File: config.mk
export PLATFORM = sky130hd
export DESIGN_NAME = regfile_pw
export DESIGN_NICKNAME = d
export VERILOG_FILES = /design/src/rtl/regfile_pw.sv
export SDC_FILE = /design/constraint.sdc
export NUM_CORES = 2
export LEC_CHECK = 0
export BUFFER_PORTS_ARGS = -buffer_cell sky130_fd_sc_hd__buf_2
export CAP_MARGIN = 20
export CORE_MARGIN = 2
export CORE_UTILIZATION = 45
export CTS_CLUSTER_SIZE = 14
export DETAILED_ROUTE_END_ITERATION = 10
export PLACE_DENSITY_LB_ADDON = 0.15
export RECOVER_POWER = 50
export SLEW_MARGIN = 20
export SYNTH_ARGS = -nofsm -noshare
export SYNTH_HDL_FRONTEND = slang
export SYNTH_SLANG_ARGS = --single-unit
File: constraint.sdc
create_clock -name clk -period 3.2 [get_ports clk]
set_input_delay 0.16 -clock clk [delete_from_list [all_inputs] [get_ports clk]]
set_output_delay 0.16 -clock clk [all_outputs]
set_load 0.005 [all_outputs]
File: src/rtl/regfile_pw.sv
module regfile_pw #(
  parameter int REGS    = 16,
  parameter int HI_REGS = 4
) (
  input  logic                    clk,
  input  logic                    rst,
  input  logic                    wr_en,
  input  logic [$clog2(REGS)-1:0] wr_idx,
  input  logic [1:0]              wr_size,
  input  logic                    wr_hi,
  input  logic [63:0]             wr_data,
  input  logic [$clog2(REGS)-1:0] ra_idx,
  input  logic [1:0]              ra_size,
  input  logic                    ra_hi,
  output logic [63:0]             ra_data,
  input  logic [$clog2(REGS)-1:0] rb_idx,
  input  logic [1:0]              rb_size,
  input  logic                    rb_hi,
  output logic [63:0]             rb_data
);
  localparam int IW = $clog2(REGS);

  logic [63:0] regs [REGS];
  logic [63:0] cur, nxt;
  logic        w_hi;

  function automatic logic [63:0] view(input logic [63:0] r, input logic [1:0] sz, input logic hi);
    case (sz)
      2'd3:    view = r;
      2'd2:    view = {32'h0, r[31:0]};
      2'd1:    view = {48'h0, r[15:0]};
      default: view = hi ? {56'h0, r[15:8]} : {56'h0, r[7:0]};
    endcase
  endfunction

  assign cur  = regs[wr_idx];
  assign w_hi = wr_hi && (wr_idx < IW'(HI_REGS));

  always_comb begin
    case (wr_size)
      2'd3:    nxt = wr_data;
      2'd2:    nxt = {32'h0, wr_data[31:0]};
      2'd1:    nxt = {cur[63:16], wr_data[15:0]};
      default: nxt = w_hi ? {cur[63:16], wr_data[7:0], cur[7:0]}
                          : {cur[63:8], wr_data[7:0]};
    endcase
  end

  always_ff @(posedge clk) begin
    if (rst) begin
      for (int i = 0; i < REGS; i++) regs[i] <= '0;
    end else if (wr_en) begin
      regs[wr_idx] <= nxt;
    end
  end

  assign ra_data = view(regs[ra_idx], ra_size, ra_hi && (ra_idx < IW'(HI_REGS)));
  assign rb_data = view(regs[rb_idx], rb_size, rb_hi && (rb_idx < IW'(HI_REGS)));
endmodule

### Yosys cells after proc, flatten, opt, wreduce, memory -nomap -nowiden

Memories as Yosys holds them, arrays and structs flattened.
Cells that the tools add are included.

* $lt $le $gt $ge: 3
* eq/ne operators: 13
* muxes and demuxes: 14
* reductions and logical operators: 7

Operator list (number)
* 64-bit one-hot mux with 3 select lines: 3
* 64-bit 2-to-1 mux: 1
* 64-bit OR reduction: 1
* 16-bit 2-to-1 mux: 1
* 8-bit 2-to-1 mux: 2
* 2-bit equality test, second input constant: 6
* 4-bit by 3-bit < comparator with 1-bit output, second input constant: 3
* 4-bit != test, second input constant: 2
* 2-bit by 1-bit equality test with 1-bit output, second input constant: 3
* 1-bit 2-to-1 mux: 5
* 4-bit 2-to-1 mux: 1
* 2-bit AND reduction: 2
* 1-bit logical AND: 3
* 3-bit 2-to-1 mux: 1
* 3-bit != test, second input constant: 1
* 3-bit AND reduction: 1
* 1-bit != test, second input constant: 1

* register bits after elaboration: 0
* memory bits (writable): 1024
* input bits: 88
* output and inout port bits: 128
* memories: 1

Memory list
* regs: depth 16, bits a word 64, read ports 2, clocked after Yosys merged registers in 0, write ports 16, line 23 `logic [63:0] regs [REGS];`

### Depth between registers and ports, before layout

* word-level depth: 6
* depth in mapped cells: 8
* gate-level depth less buffers: 6

### Worst setup path before layout

No wires, ideal clock.

* path type: in2reg
* start point: input port wr_idx[1]
* end point: memory regs[0][16], enable pin
* setup time: 413 ps
* arrival time: 2284 ps
* data required time: 2787 ps
* setup slack: 503 ps
* stages on the path: 6
* buffers on the path: 2
* cells stage by stage: nor4b_1 > buf_2 > nor3b_2 > nand2_1 > buf_2 > nand2b_1

RTL lines
* from (decl): line 8 `input logic [$clog2(REGS)-1:0] wr_idx,`
* to (decl): line 23

==> impl_metrics.prom <==
# TYPE chip_impl_metric gauge
chip_impl_metric{name="first_pass_iters",unit=""} 6
chip_impl_metric{name="total_number_of_vias",unit=""} 37700
chip_impl_metric{name="post_layout_nonfiller_instances",unit=""} 5709
chip_impl_metric{name="dieHeight",unit="µm"} 348
chip_impl_metric{name="initial_antenna_violation_count",unit=""} 1
chip_impl_metric{name="fin_tns_setup",unit="ns"} 0
chip_impl_metric{name="worst_path_largest_cell_delay",unit="ns"} 1.47
chip_impl_metric{name="power_leakage",unit="nW"} 20.2
chip_impl_metric{name="internal_power",unit="mW"} 25.0
chip_impl_metric{name="seqPwrFrac",unit="%"} 47.8
chip_impl_metric{name="die_w",unit="µm"} 348
chip_impl_metric{name="critical_path_buf_inv_count",unit=""} 3
chip_impl_info{name="cpLargestDelayFamily",value="buffers and inverters"} 1
chip_impl_metric{name="io-pin-count",unit=""} 216
chip_impl_info{name="cts_tree",value="built"} 1
chip_impl_metric{name="first_global_vias",unit=""} 37100
chip_impl_metric{name="largest_reg_flops",unit=""} 1024
chip_impl_info{name="layout_commonest_cell",value="sky130_fd_sc_hd__nor2_1"} 1
chip_impl_metric{name="syn_to_final_growth",unit="%"} 13.5
chip_impl_metric{name="muxShareOfSynthArea",unit="%"} 22.4
chip_impl_metric{name="hold_violations",unit=""} 0
chip_impl_metric{name="design.core.area",unit="µm²"} 118000
chip_impl_metric{name="cts_htree_levels",unit=""} 3
chip_impl_metric{name="setup_ws",unit="ns"} 0.326
chip_impl_metric{name="cap_viol_max_count",unit=""} 11
chip_impl_info{name="worstSetupPathType",value="in2reg"} 1
chip_impl_metric{name="synth_edf_count",unit=""} 1024
chip_impl_info{name="cp-start-kind",value="input pin"} 1
chip_impl_metric{name="gr-usage-all-layers",unit="%"} 30.8
chip_impl_metric{name="grt_pass1_wl",unit="µm"} 268000
chip_impl_metric{name="synthCells",unit=""} 3939
chip_impl_metric{name="portBuffers",unit=""} 215
chip_impl_metric{name="synth.ff_latch_count",unit=""} 1024
chip_impl_info{name="reg_top3",value="regs x1024"} 1
chip_impl_metric{name="dieArea",unit="µm²"} 121000
chip_impl_info{name="rsz0062_at_grt",value="no"} 1
chip_impl_info{name="critical_path.endpoint_type",value="flip-flop"} 1
chip_impl_metric{name="syn-cell-area",unit="µm²"} 53300
chip_impl_metric{name="grt_max_degree",unit=""} 81
chip_impl_metric{name="timing.critical_path.required",unit="ns"} 3.58
chip_impl_metric{name="clkPwrFrac",unit="%"} 40.1
chip_impl_metric{name="clk_pin_slew",unit="ns"} 0.07
chip_impl_info{name="registers.top_by_ff_count",value="regs"} 1
chip_impl_metric{name="fin_nets",unit=""} 4171
chip_impl_metric{name="synth-xor-area-share",unit="%"} 0
chip_impl_metric{name="synth-adder-area-share",unit="%"} 0.0939
chip_impl_metric{name="wl_per_cell",unit="µm"} 32.9
chip_impl_metric{name="synth_compound_area_share",unit="%"} 4.81
chip_impl_metric{name="path_max_fanout",unit=""} 40
chip_impl_metric{name="cts.path.max_buffers",unit=""} 3
chip_impl_metric{name="hpwl",unit="µm"} 114000
chip_impl_metric{name="post_synth_and_or_nand_nor_area_fraction",unit="%"} 11.8
chip_impl_metric{name="cts-buffers-inserted",unit=""} 112
chip_impl_metric{name="timing.fmax",unit="MHz"} 348
chip_impl_metric{name="power.combinational.fraction",unit="%"} 12.2
chip_impl_info{name="synth_ff_type",value="sky130_fd_sc_hd__edfxtp_1"} 1
chip_impl_metric{name="via_per_inst",unit=""} 6.60
chip_impl_metric{name="report.final.setup_viol",unit=""} 0
chip_impl_metric{name="drt_first_iter_violations",unit=""} 4960
chip_impl_metric{name="p_per_area",unit="nW/µm²"} 550
chip_impl_info{name="status",value="finished, violations left"} 1
chip_impl_metric{name="final_min_period",unit="ns"} 2.87
chip_impl_metric{name="drtAntennaViolNets",unit=""} 0
chip_impl_metric{name="preCtsSetupSlack",unit="ns"} 0.513
chip_impl_metric{name="yosysSeqAreaShare",unit="%"} 57.7
chip_impl_metric{name="number_of_cells_in_the_design_after_placement",unit=""} 5497
chip_impl_metric{name="initial_utilization",unit="%"} 45.2
chip_impl_metric{name="async_flop_share",unit="%"} 0
chip_impl_metric{name="antenna_cells_inserted",unit=""} 0
chip_impl_metric{name="critPathArrivalTime",unit="ns"} 3.26
chip_impl_metric{name="vdd_drop_max",unit="V"} 0.000473
chip_impl_metric{name="finalCoreUtilization",unit="%"} 51.3
chip_impl_info{name="violations",value="max-capacitance violations, max-slew violations"} 1
chip_impl_metric{name="final_wirelength",unit="µm"} 188000
chip_impl_info{name="min-delay-path-class",value="in2reg"} 1
chip_impl_metric{name="fin_crit_sh",unit="%"} 89.8
chip_impl_metric{name="globalRouteOverflowTotal",unit=""} 0
chip_impl_info{name="most-common-layout-cells",value="1051 x sky130_fd_sc_hd__nor2_1, 1024 x sky130_fd_sc_hd__edfxtp_1, 416 x sky130_fd_sc_hd__mux4_2, 275 x sky130_fd_sc_hd__nand2_1, 253 x sky130_fd_sc_hd__mux2i_1"} 1
chip_impl_info{name="combinational_family_with_the_most_area_after_synthesis",value="multiplexers"} 1
chip_impl_metric{name="post-layout-total-power",unit="mW"} 33.3
chip_impl_metric{name="final-max-slew-violation-count",unit=""} 365
chip_impl_metric{name="proportion_of_total_power_due_to_net_switching",unit="%"} 25.0
chip_impl_metric{name="synth.distinct_cells",unit=""} 46
chip_impl_metric{name="synth_area_per_cell",unit="µm²"} 13.5
chip_impl_metric{name="rows",unit=""} 126
chip_impl_info{name="cp_slowest_cell",value="sky130_fd_sc_hd__clkbuf_1"} 1
chip_impl_metric{name="clock_sinks",unit=""} 1024
chip_impl_metric{name="relSlewSlack",unit="%"} -41.8
chip_impl_metric{name="total_switching_power",unit="mW"} 8.31
chip_impl_info{name="timing.critical_path.cells",value="buf_2, clkbuf_1, nand2b_2, buf_4"} 1
chip_impl_info{name="cts_root_buf",value="sky130_fd_sc_hd__clkbuf_16"} 1
chip_impl_metric{name="synthesis.nets",unit=""} 4031
chip_impl_metric{name="gpl.final_weighted_congestion",unit=""} 0.895
chip_impl_metric{name="share_of_post_route_cells_with_drive_strength_above_1",unit="%"} 23.7
chip_impl_metric{name="tightestPinTransition",unit="ns"} 2.13
chip_impl_metric{name="post_cts_buffers",unit=""} 0
chip_impl_metric{name="drc",unit=""} 0
chip_impl_metric{name="ys.warnings.count",unit=""} 0
## repair_timing
item / in CTS / in global routing
hold buffers: 4 / 0
gates resized for setup: 0 / 0
endpoints found under the setup margin: 0 / 0
endpoints found under the hold margin: 20 / 0
## routing by layer
metal	share of wire, %	vias up	track usage [%]
met2	47	2231	49.2
met1	39	19700	43.4
met4	3.5	0	10.4
met3	9.7	352	4.55
met5	0	-	0
li1	-	15400	-
## power by group through the flow
stage / combinational [mW] / sequential (mW) / clock (mW)
after floorplan: 2.44 / 16.0 / 0
after CTS: 4.05 / 15.9 / 13.4
final: 4.05 / 15.9 / 13.3
after global routing: 4.21 / 16.0 / 13.9
after detailed placement: 4.03 / 16.1 / 0
after global placement: 4.02 / 16.1 / 0
## stage by stage
step	area, µm²	hold slack (ns)
6_report	60500	0.167
5_1_grt	60500	0.214
2_1_floorplan	53300	0.467
4_1_cts	60700	0.000832
3_3_place_gp	56900	0.727
3_5_place_dp	56900	0.732
## area by class of cell
cell class,count,area [µm²]
inverters,8,30.0
repair buffers,397,2970
well taps,1536,1920
clock inverters,69,731
flip-flops and latches,1024,30700
clock buffers,139,2970
fillers,10100,57300
multi-input cells,2536,21100
## synth_stat cells, drive strengths merged, types with 2 or more instances
cell type     n  area share (%)
mux4        416              18
o22ai        20            0.23
a32oi        68             1.1
and3         38            0.45
nand2b       51            0.60
a32o          2           0.038
edfxtp     1024              58
mux2i       253             4.8
or3           2           0.023
nor4bb        2           0.038
a21oi         7           0.066
nor2       1053             7.4
nor2b        17            0.20
mux2          4           0.085
o21ai         4           0.038
clkbuf      219             1.5
a22o         35            0.58
nand3         2           0.019
a31oi        25            0.29
a221o        35            0.66
o211ai       61            0.86
o32ai        10            0.16
inv           8           0.056
and3b         2           0.033
buf         152             1.5
nor3          3           0.028
nand4        61            0.72
and2          9            0.11
nand2       287             2.0
nand3b        2           0.028
ha            4           0.094
a22oi        52            0.73
nor3b         5            0.11
## path summary, 6_finish.rpt
| check | startpoint | endpoint | cells after the start |
|---|---|---|---|
| min | wr_data[20] | regs[8][20] | 3 |
| max | rst | regs[4][60] | 4 |
## kinds of logic (layout without fill, tap and decap cells)
group,count (synthesis),after routing
AO/OA/AOI/OAI,321,321
buffers and inverters,379,613
flip-flops,1024,1024
AND/OR/NAND/NOR,1538,1538
adder cells (fa/ha/maj),4,4
multiplexers,673,673
(Power assumes the default switching activity.)
